<file path="src/rtl/spife_pkg.sv">
package spife_pkg;

  typedef enum logic [2:0] {
    PH_OP, PH_ADDR, PH_WDATA, PH_RDOUT, PH_SWR, PH_SKIP
  } phase_e;

  typedef enum logic [2:0] {
    OP_READ, OP_WRITE, OP_WREN, OP_WRDI, OP_RDSR, OP_WRSR, OP_BAD
  } cmd_e;

  // Argument is the command byte with bit 3 removed: {op[7:4], op[2:0]}.
  function automatic cmd_e op_decode(input logic [6:0] op_nx);
    cmd_e c;
    if (op_nx[6:3] != 4'd0) c = OP_BAD;
    else begin
      case (op_nx[2:0])
        3'b011:  c = OP_READ;
        3'b010:  c = OP_WRITE;
        3'b110:  c = OP_WREN;
        3'b100:  c = OP_WRDI;
        3'b101:  c = OP_RDSR;
        3'b001:  c = OP_WRSR;
        default: c = OP_BAD;
      endcase
    end
    return c;
  endfunction

endpackage

</file>
<file path="src/rtl/spife_sync.sv">
module spife_sync #(
  parameter int           W       = 4,
  parameter int           STAGES  = 2,
  parameter logic [W-1:0] RST_VAL = '0
) (
  input  logic         clk,
  input  logic         rst_n,
  input  logic [W-1:0] din,
  output logic [W-1:0] lvl
);
  logic [W-1:0] st [STAGES];

  for (genvar g = 0; g < STAGES; g++) begin : g_stage
    if (g == 0) begin : g_first
      always_ff @(posedge clk or negedge rst_n)
        if (!rst_n) st[g] <= RST_VAL;
        else        st[g] <= din;
    end else begin : g_next
      always_ff @(posedge clk or negedge rst_n)
        if (!rst_n) st[g] <= RST_VAL;
        else        st[g] <= st[g-1];
    end
  end

  assign lvl = st[STAGES-1];
endmodule

</file>
<file path="src/rtl/spife_hold.sv">
module spife_hold (
  input  logic clk,
  input  logic rst_n,
  input  logic sck_lvl,
  input  logic hold_n_lvl,
  output logic hold_act
);
  always_ff @(posedge clk or negedge rst_n)
    if (!rst_n)        hold_act <= 1'b0;
    else if (!sck_lvl) hold_act <= ~hold_n_lvl;

  logic sck_was;
  always_ff @(posedge clk or negedge rst_n)
    if (!rst_n) sck_was <= 1'b0;
    else        sck_was <= sck_lvl;


  hold_sck_low_chk: assert property (@(posedge clk) disable iff (!rst_n)
    (hold_act != $past(hold_act)) |-> !sck_was);
endmodule

</file>
<file path="src/rtl/spife_frame.sv">
module spife_frame
  import spife_pkg::*;
#(
  parameter int ADDR_W     = 13,
  parameter int PAGE_BYTES = 32
) (
  input  logic              clk,
  input  logic              rst_n,
  input  logic              cs_lvl,
  input  logic              sck_lvl,
  input  logic              si_lvl,
  input  logic              hold_act,
  input  logic [7:0]        mem_rdata,
  input  logic [7:0]        stat_rdata,
  output logic              so_dat,
  output logic              so_oe,
  output logic              wren_p,
  output logic              wrdi_p,
  output logic              mem_wr_p,
  output logic              stat_wr_p,
  output logic [7:0]        wr_byte,
  output logic [ADDR_W-1:0] mem_addr,
  output logic              frame_end_p
);
  localparam int PAGE_W = $clog2(PAGE_BYTES);

  function automatic logic [ADDR_W-1:0] page_next(input logic [ADDR_W-1:0] a);
    logic [PAGE_W-1:0] lo;
    lo = a[PAGE_W-1:0] + 1'b1;
    return {a[ADDR_W-1:PAGE_W], lo};
  endfunction

  phase_e            phase;
  logic [2:0]        bcnt, obit;
  logic [6:0]        sh;
  logic [ADDR_W-1:0] addr_sh, addr_q;
  logic              addr_hi, rd_cmd, src_stat;
  logic [7:0]        out_sr;
  logic              sck_prev, cs_prev;

  // edge events seen by the frame logic
  logic sck_rise_g, sck_fall_g, cs_rise;
  logic [7:0] in_byte;
  cmd_e       cmd_now;

  assign sck_rise_g = sck_lvl & ~sck_prev & ~hold_act & ~cs_lvl;
  assign sck_fall_g = ~sck_lvl & sck_prev & ~hold_act & ~cs_lvl;
  assign cs_rise    = cs_lvl & ~cs_prev;
  assign in_byte    = {sh, si_lvl};
  assign cmd_now    = op_decode({in_byte[7:4], in_byte[2:0]});

  always_ff @(posedge clk or negedge rst_n)
    if (!rst_n) begin
      sck_prev <= 1'b0;
      cs_prev  <= 1'b1;
    end else begin
      sck_prev <= sck_lvl;
      cs_prev  <= cs_lvl;
    end

  always_ff @(posedge clk or negedge rst_n) begin
    if (!rst_n) begin
      phase       <= PH_OP;
      bcnt        <= '0;
      obit        <= '0;
      sh          <= '0;
      addr_sh     <= '0;
      addr_q      <= '0;
      addr_hi     <= 1'b0;
      rd_cmd      <= 1'b0;
      src_stat    <= 1'b0;
      out_sr      <= '0;
      wren_p      <= 1'b0;
      wrdi_p      <= 1'b0;
      mem_wr_p    <= 1'b0;
      stat_wr_p   <= 1'b0;
      wr_byte     <= '0;
      frame_end_p <= 1'b0;
    end else begin
      wren_p      <= 1'b0;
      wrdi_p      <= 1'b0;
      mem_wr_p    <= 1'b0;
      stat_wr_p   <= 1'b0;
      frame_end_p <= cs_rise;
      if (cs_lvl) begin
        phase   <= PH_OP;
        bcnt    <= '0;
        obit    <= '0;
        addr_hi <= 1'b0;
      end else begin
        if (mem_wr_p) addr_q <= page_next(addr_q);
        if (sck_rise_g) begin
          case (phase)
            PH_OP: begin
              sh   <= in_byte[6:0];
              bcnt <= bcnt + 3'd1;
              if (bcnt == 3'd7) begin
                case (cmd_now)
                  OP_READ:  begin phase <= PH_ADDR;  rd_cmd <= 1'b1; end
                  OP_WRITE: begin phase <= PH_ADDR;  rd_cmd <= 1'b0; end
                  OP_WREN:  begin phase <= PH_SKIP;  wren_p <= 1'b1; end
                  OP_WRDI:  begin phase <= PH_SKIP;  wrdi_p <= 1'b1; end
                  OP_RDSR:  begin phase <= PH_RDOUT; src_stat <= 1'b1; end
                  OP_WRSR:  phase <= PH_SWR;
                  default:  phase <= PH_SKIP;
                endcase
              end
            end
            PH_ADDR: begin
              addr_sh <= {addr_sh[ADDR_W-2:0], si_lvl};
              bcnt    <= bcnt + 3'd1;
              if (bcnt == 3'd7) begin
                if (addr_hi) begin
                  addr_q   <= {addr_sh[ADDR_W-2:0], si_lvl};
                  src_stat <= 1'b0;
                  phase    <= rd_cmd ? PH_RDOUT : PH_WDATA;
                end else addr_hi <= 1'b1;
              end
            end
            PH_WDATA: begin
              sh   <= in_byte[6:0];
              bcnt <= bcnt + 3'd1;
              if (bcnt == 3'd7) begin
                mem_wr_p <= 1'b1;
                wr_byte  <= in_byte;
              end
            end
            PH_SWR: begin
              sh   <= in_byte[6:0];
              bcnt <= bcnt + 3'd1;
              if (bcnt == 3'd7) begin
                stat_wr_p <= 1'b1;
                wr_byte   <= in_byte;
                phase     <= PH_SKIP;
              end
            end
            default: ;
          endcase
        end
        if (sck_fall_g && phase == PH_RDOUT) begin
          obit <= obit + 3'd1;
          if (obit == 3'd0) begin
            if (src_stat) out_sr <= stat_rdata;
            else begin
              out_sr <= mem_rdata;
              addr_q <= addr_q + 1'b1;
            end
          end else out_sr <= {out_sr[6:0], 1'b0};
        end
      end
    end
  end

  assign mem_addr = addr_q;
  assign so_dat   = out_sr[7];
  assign so_oe    = (phase == PH_RDOUT) & ~hold_act;


  cs_idle_so_chk: assert property (@(posedge clk) disable iff (!rst_n)
    cs_lvl |=> !so_oe);

  one_strobe_chk: assert property (@(posedge clk) disable iff (!rst_n)
    $onehot0({wren_p, wrdi_p, mem_wr_p, stat_wr_p}));

  page_keep_chk: assert property (@(posedge clk) disable iff (!rst_n)
    mem_wr_p |=> mem_addr[ADDR_W-1:PAGE_W] == $past(mem_addr[ADDR_W-1:PAGE_W]));

  skip_quiet_chk: assert property (@(posedge clk) disable iff (!rst_n)
    (phase == PH_SKIP && $past(phase == PH_SKIP))
      |-> !(mem_wr_p || stat_wr_p || wren_p || wrdi_p || so_oe));

  hold_freeze_chk: assert property (@(posedge clk) disable iff (!rst_n)
    (hold_act && !cs_lvl) |=> ($stable(bcnt) && $stable(obit)));

  fend_pulse_chk: assert property (@(posedge clk) disable iff (!rst_n)
    frame_end_p |=> !frame_end_p);
endmodule

</file>
<file path="src/rtl/spife_top.sv">
module spife_top #(
  parameter int ADDR_W     = 13,
  parameter int PAGE_BYTES = 32,
  parameter int SYNC_STG   = 2
) (
  input  logic              clk,
  input  logic              rst_n,
  input  logic              spi_cs_n,
  input  logic              spi_sck,
  input  logic              spi_si,
  input  logic              spi_hold_n,
  output logic              spi_so,
  output logic              spi_so_oe,
  output logic              wren_p,
  output logic              wrdi_p,
  output logic [ADDR_W-1:0] mem_addr,
  input  logic [7:0]        mem_rdata,
  output logic              mem_wr_p,
  output logic [7:0]        wr_byte,
  input  logic [7:0]        stat_rdata,
  output logic              stat_wr_p,
  output logic              frame_end_p
);
  // bit order: [3] hold_n, [2] si, [1] sck, [0] cs_n
  logic [3:0] pins_lvl;
  logic       hold_act;

  spife_sync #(.W(4), .STAGES(SYNC_STG), .RST_VAL(4'b1001)) i_sync (
    .clk(clk), .rst_n(rst_n),
    .din({spi_hold_n, spi_si, spi_sck, spi_cs_n}),
    .lvl(pins_lvl)
  );

  spife_hold i_hold (
    .clk(clk), .rst_n(rst_n),
    .sck_lvl(pins_lvl[1]), .hold_n_lvl(pins_lvl[3]),
    .hold_act(hold_act)
  );

  spife_frame #(.ADDR_W(ADDR_W), .PAGE_BYTES(PAGE_BYTES)) i_frame (
    .clk(clk), .rst_n(rst_n),
    .cs_lvl(pins_lvl[0]), .sck_lvl(pins_lvl[1]), .si_lvl(pins_lvl[2]),
    .hold_act(hold_act),
    .mem_rdata(mem_rdata), .stat_rdata(stat_rdata),
    .so_dat(spi_so), .so_oe(spi_so_oe),
    .wren_p(wren_p), .wrdi_p(wrdi_p),
    .mem_wr_p(mem_wr_p), .stat_wr_p(stat_wr_p),
    .wr_byte(wr_byte), .mem_addr(mem_addr),
    .frame_end_p(frame_end_p)
  );
endmodule

</file>
<file path="config.mk">
export PLATFORM = sky130hd
export DESIGN_NAME = spife_top
export DESIGN_NICKNAME = d
export VERILOG_FILES = /design/src/rtl/spife_pkg.sv /design/src/rtl/spife_sync.sv /design/src/rtl/spife_hold.sv /design/src/rtl/spife_frame.sv /design/src/rtl/spife_top.sv
export SDC_FILE = /design/constraint.sdc
export NUM_CORES = 1
export LEC_CHECK = 0
export BUFFER_PORTS_ARGS = -buffer_cell sky130_fd_sc_hd__clkbuf_2
export CORE_ASPECT_RATIO = 0.7
export CORE_MARGIN = 2
export CORE_UTILIZATION = 35
export CTS_BUF_LIST = sky130_fd_sc_hd__clkbuf_4 sky130_fd_sc_hd__clkbuf_8
export DETAILED_ROUTE_END_ITERATION = 8
export GPL_TIMING_DRIVEN = 0
export PLACE_DENSITY = 0.57
export SYNTH_ARGS = -nofsm -noshare
export SYNTH_HDL_FRONTEND = slang
export SYNTH_SLANG_ARGS = --single-unit
</file>
<file path="constraint.sdc">
create_clock -name clk -period 3.35 [get_ports clk]
set_clock_uncertainty 0.15 [all_clocks]
set_input_delay 0.335 -clock clk [delete_from_list [all_inputs] [get_ports clk]]
set_output_delay 0.335 -clock clk [all_outputs]
set_load 0.1 [all_outputs]
</file>
Word-level counts from Yosys, hierarchy flattened:

Cells that the tools add are included.

* bits in latches: 0
* input bits: 22
* bits in read-only memories: 0
* register bits: 76
* output and inout port bits: 28
* word-level logic and storage cells: 142
* RAM bits: 0
* memories kept: 0

* order comparisons: 0
* div/mod/pow operators: 0
* multipliers: 0
* reductions and logical operators: 26
* shifts and indexed selects: 0
* muxes and demuxes: 53
* equal/unequal tests: 24
* bitwise operators: 14
* add/sub/neg operators: 4

Operator list (count)
* $mux W13: 7
* $mux W3: 12
* $mux W1: 26
* $eq A3 B3 Y1 const B: 7
* $eq A3 B2 Y1 const B: 6
* $pmux W3 S3: 2
* $pmux W3 S6: 1
* $mux W8: 2
* $reduce_bool A2 Y1: 7
* $add A13 B1 Y13 const B: 1
* $ne A3 B2 Y1 const B: 4
* $eq A3 B1 Y1 const B: 3
* $logic_not A3 Y1: 3
* $reduce_and A3 Y1: 3
* $and A1 B1 Y1: 8
* $ne A2 B1 Y1 const B: 4
* $reduce_bool A4 Y1: 2
* $reduce_and A7 Y1: 1
* $add A3 B1 Y3 const B: 2
* $not A1 Y1: 6
* $reduce_and A6 Y1: 1
* $add A5 B1 Y5 const B: 1
* $mux W5: 1
* $reduce_and A5 Y1: 1
* 7 further kinds: 10

Longest topological paths before layout:

* word-level depth: 10
* depth in mapped cells: 9
* depth with buffers taken out: 7

Hierarchy:

A second synthesis with hierarchy kept.

* cells, all modules: 327
* area total of the unflattened synthesis: 3702.3 um^2

Modules (own cells, without submodules)
* spife_frame: seq. area each 1677.9 um^2, cells each 312, area an instance 3433.3 um^2, instances 1
* spife_sync: seq. area each 205.2 um^2, cells each 12, area an instance 235.2 um^2, instances 1
* spife_hold: seq. area each 25.0 um^2, cells each 3, area an instance 33.8 um^2, instances 1

Worst setup path before layout:

Ideal clock, no wire load.

* path kind: reg-to-reg
* from: register i_frame.phase[0]
* to: register i_frame.addr_q[7] (netlist: i_frame.mem_addr[7])
* path buffers: 3
* clock period less this slack: 2580 ps
* cell stages (with the launch flop): 9
* arrival time: 2305 ps
* path slack: 770 ps
* library setup time: 126 ps
* data required time: 3074 ps
* cells stage by stage: dfrtp_1 -> buf_2 -> and4bb_2 -> and4_1 -> clkbuf_1 -> clkbuf_1 -> nand3_1 -> a21boi_0 -> o221a_1

* cells in the longest elaborated chain, start to end: 6
* elaborated cells between the ends (all ways): 8
* classes of those cells: eq/ne (2); mux (5); reduce/logical (1)

Ends and longest elaborated chain
* from (decl): RTL line spife_frame.sv:33 `phase_e phase;`
* from (signal assigned): RTL line spife_frame.sv:116 `phase <= rd_cmd ? PH_RDOUT : PH_WDATA;`
* $eq A3 B1 Y1: RTL line spife_frame.sv:93 `case (phase)`
* $mux W13: RTL line spife_frame.sv:93
* $mux W13: RTL line spife_frame.sv:92 `if (sck_rise_g) begin`
* $mux W13: RTL line spife_frame.sv:143 `if (src_stat) out_sr <= stat_rdata;`
* $mux W13: RTL line spife_frame.sv:142 `if (obit == 3'd0) begin`
* $mux W13 (*): RTL line spife_frame.sv:140 `if (sck_fall_g && phase == PH_RDOUT) begin`
* to (signal assigned): RTL line spife_frame.sv:91 `if (mem_wr_p) addr_q <= page_next(addr_q);`
* to (signal assigned): RTL line spife_frame.sv:114 `addr_q <= {addr_sh[ADDR_W-2:0], si_lvl};`
* to (signal assigned): RTL line spife_frame.sv:146 `addr_q <= addr_q + 1'b1;`
* to (decl): RTL line spife_frame.sv:36 `logic [ADDR_W-1:0] addr_sh, addr_q;`

Every way passes the cells marked *; elsewhere a longest branch is shown, timed or not.
A chain may end at the register's enable or synchronous reset.

==> results.toml <==
[outcome]
outcome = "finished clean"

[setup_path]
r2r_cells = 6
critical_path.reg2reg.startpoint = "i_frame.sh[4]"
critPathLaunchType = "register"
worst_ep_required_time_ns = 3.45
worst-path-max-fanout = 10
worst-setup-path-type = "reg -> reg"
worstReg2RegEnd = "i_frame.mem_addr[4]"
endpoint_kind = "register"
timing.reg2reg.setup_slack_ns = 0.59
crit_arrival_ns = 2.86

[clocking]
tritoncts_num_sinks = 76
postCtsResizedCells = 0
cts_tree = "yes"
cts_inserted_buffers = 9
cts_max_level = 3
cts_root_buffer = "sky130_fd_sc_hd__clkbuf_8"
clockBufferDepth = 2
worstSkewPairLatency_ns = 0.36
clk_pin_slew_ns = 0.08

[pwr]
cellPowerDensity_nw_per_um2 = 445
max_rail_drop_vdd_v = 0.000308
pwr_total_mw = 1.88
leakage_nw = 2.01

[final_layout]
syn_to_final_growth_pct = 19.7
final_layout_size_suffix_gt1_share_pct = 28.5
seq_area_um2 = 1910
multi_input_area_um2 = 1510
nNetsFinal = 391
filler_cell_count_in_the_final_layout = 918
diodes = 0

[detailed_routing]
drt-wirelength-per-cell_um = 14.3
vias_per_cell = 5.03
drc_violations_left = 0
ant_nets = 0
drt-total-wl_um = 7130
dr_total_vias = 2501
drt-initial-drc-count = 147
number_of_detailed_route_iterations_in_the_first_pass = 4

[grt]
grt_overflow = 0
grt_max_degree = 61
wire_length_of_the_first_global_routing_pass_um = 11800
first_global_vias = 2384
antenna_found_initial = 0
grt_use_total_pct = 14.4

[die]
initial_utilization_pct = 36.2
die-height_um = 87.9
fp-row-count = 30
top_level_ports = 50
core-area_um2 = 9720
fp.dieW_um = 124
fp.dieArea_um2 = 10900

[placement]
place_hpwl_um = 5020
gpl.final_weighted_congestion = 0.793
numPortBuffers = 49

[worst_hold_path]
min_delay_path_depth = 0
hold_path.class = "reg -> reg"
hold_path.startpoint = "i_sync.st[5]"
min_delay_worst_endpoint = "i_sync.lvl[1]"

[timing]
timing_worst_slew_pin_value_ns = 0.657
final.period_utilization_pct = 82.4
max-slew-margin-rel_pct = 56.2
finalMaxSlewViolations = 0
timing.final.hold_violations = 0
fin_crit_ns = 2.76
fin_setup_tns_ns = 0
fin_worst_hold_slack_ns = 0.199
finalSetupViolations = 0
maxClockFrequency_mhz = 362
grt_setup_unrepaired = "no"

[yosys]
yosysSeqAreaShare_pct = 54.2
yosys_warnings = 0
synth.area.top_cells = "sky130_fd_sc_hd__dfrtp_1, sky130_fd_sc_hd__mux2_2, sky130_fd_sc_hd__dfstp_2"
postSynth.topFlopCell = "sky130_fd_sc_hd__dfrtp_1"
synthMostInstantiatedCell = "sky130_fd_sc_hd__dfrtp_1"
number_of_enable_type_register_cells_in_the_synthesized_netlist = 0
ys_seq_elements = 76
syn-mean-instance-area_um2 = 11.8
synthDominantAreaCellType = "sky130_fd_sc_hd__dfrtp_1"
mappedNetlistNets = 325
portion_of_synthesized_cell_area_occupied_by_the_leading_cell_type_pct = 50.5
yosysUniqueCellTypes = 55
postSynthCellCount = 298
post_synth_instance_area_um2 = 3520
synth.top_cells.by_count = "sky130_fd_sc_hd__dfrtp_1, sky130_fd_sc_hd__mux2_2, sky130_fd_sc_hd__nand2_1, sky130_fd_sc_hd__nor2_1, sky130_fd_sc_hd__o21ai_0"
async_flop_share_pct = 100

[flow_run]
drv_cap = 0
-- placed cells by master (no fill, tap or decap), types with 3 or more instances in the layout --
cell type                       count
sky130_fd_sc_hd__mux2_2            22
sky130_fd_sc_hd__o221a_1            5
sky130_fd_sc_hd__o21ai_1            4
sky130_fd_sc_hd__ha_1               5
sky130_fd_sc_hd__clkbuf_1           7
sky130_fd_sc_hd__inv_1             10
sky130_fd_sc_hd__xnor2_1            6
sky130_fd_sc_hd__o32ai_1            5
sky130_fd_sc_hd__mux2i_1           13
sky130_fd_sc_hd__nor2b_1            5
sky130_fd_sc_hd__nand3_1            3
sky130_fd_sc_hd__o21ai_0           19
sky130_fd_sc_hd__a21oi_1            4
sky130_fd_sc_hd__buf_2              3
sky130_fd_sc_hd__nor2_1            19
sky130_fd_sc_hd__nor3b_1            4
sky130_fd_sc_hd__mux2_1             9
sky130_fd_sc_hd__clkbuf_4           4
sky130_fd_sc_hd__nand4_1            7
sky130_fd_sc_hd__clkbuf_2          48
sky130_fd_sc_hd__dfrtp_1           71
sky130_fd_sc_hd__a31oi_1            3
sky130_fd_sc_hd__and3_1             4
sky130_fd_sc_hd__and2_1             3
sky130_fd_sc_hd__nand2b_1           3
sky130_fd_sc_hd__nand2_1           22
sky130_fd_sc_hd__dfstp_2            5
sky130_fd_sc_hd__clkbuf_8          11
sky130_fd_sc_hd__dlygate4sd3_1      5
-- area by class of cell --
cell class              instances  area share [%]
plain buffers                  13            1.43
clock buffers                  14            4.13
clock inverters                 2           0.831
inverters                      10           0.891
multi-input cells             199            35.9
flip-flops and latches         76            45.3
well taps                     128            3.80
repair buffers                 55            7.72
-- logic make-up after synthesis --
family                   after synthesis  synth area share, %
buffers and inverters                 23                 2.77
AND/OR/NAND/NOR                       84                 13.3
XOR/XNOR                               8                 1.99
adder cells (fa/ha/maj)                5                 1.78
flip-flops                            76                 54.2
AO/OA/AOI/OAI                         57                 11.9
multiplexers                          45                 14.0
-- metal layers --
layer  vias up  part of all wire (%)  global-route usage (%)  wire, um
met1      1207                    52                    20.7      3730
li1       1226                     -                       -         -
met5         -                     0                       0         0
met3        10                   5.3                    5.08       379
met2        58                    41                    20.2      2910
met4         0                   1.5                    4.65       107
-- what timing repair did --
| item | 4_1_cts | 5_1_grt |
|---|---|---|
| hold endpoints to repair | 20 | 0 |
| hold buffers | 5 | 0 |
| buffers inserted | 0 | 0 |
-- critical path, stage by stage (launching register included) --
cell and delay, ns:
sky130_fd_sc_hd__dfrtp_1 0.42, sky130_fd_sc_hd__nor4_1 0.57, sky130_fd_sc_hd__nand4_1 0.25, sky130_fd_sc_hd__nor2_1 0.56
sky130_fd_sc_hd__or2_4 0.25, sky130_fd_sc_hd__buf_6 0.15, sky130_fd_sc_hd__mux2_4 0.30
-- flip-flops by register name, summed over array words and instances (netlist names) --
signal and cells:
i_frame.mem_addr 13, i_frame.addr_sh 12, i_frame.out_sr 8, i_frame.wr_byte 8, i_frame.sh 7, i_sync.lvl 4
i_sync.st 4, i_frame.bcnt 3, i_frame.obit 3, i_frame.phase 3, i_frame.addr_hi 1, i_frame.cs_prev 1
i_frame.frame_end_p 1, i_frame.mem_wr_p 1, i_frame.rd_cmd 1, i_frame.sck_prev 1, i_frame.src_stat 1, i_frame.stat_wr_p 1
i_frame.wrdi_p 1, i_frame.wren_p 1, i_hold.hold_act 1
-- power by group --
part | switching [mW] | total (mW) | leakage, nW | internal [mW]
Clock | 0.320 | 0.729 | 0.111 | 0.409
Sequential | 0.0405 | 0.993 | 0.982 | 0.952
Combinational | 0.0800 | 0.155 | 0.918 | 0.0750
Total | 0.440 | 1.88 | 2.01 | 1.44
-- per-stage QoR --
step           util [%]  instances  setup WS [ns]  area [um^2]
2_1_floorplan         -        298          0.770         3520
3_3_place_gp       40.4        475          0.526         3930
3_5_place_dp       40.7        476          0.549         3960
4_1_cts            43.3        497          0.542         4210
5_1_grt            43.3        497          0.381         4210
6_report           43.3        497          0.590         4210
-- worst max path at each step --
stage	to	depth (start not counted)	from	slack, ns
2_1_floorplan	i_frame.mem_addr[7]	8	i_frame.phase[0]	0.77
3_3_place_gp	i_frame.mem_addr[4]	6	i_frame.sh[4]	0.53
3_5_place_dp	i_frame.mem_addr[4]	6	i_frame.sh[4]	0.55
4_1_cts	i_frame.mem_addr[4]	6	i_frame.sh[4]	0.54
5_1_grt	i_frame.mem_addr[4]	6	i_frame.sh[4]	0.38
6_report	i_frame.mem_addr[4]	6	i_frame.sh[4]	0.59
(Power assumes the default switching activity.)
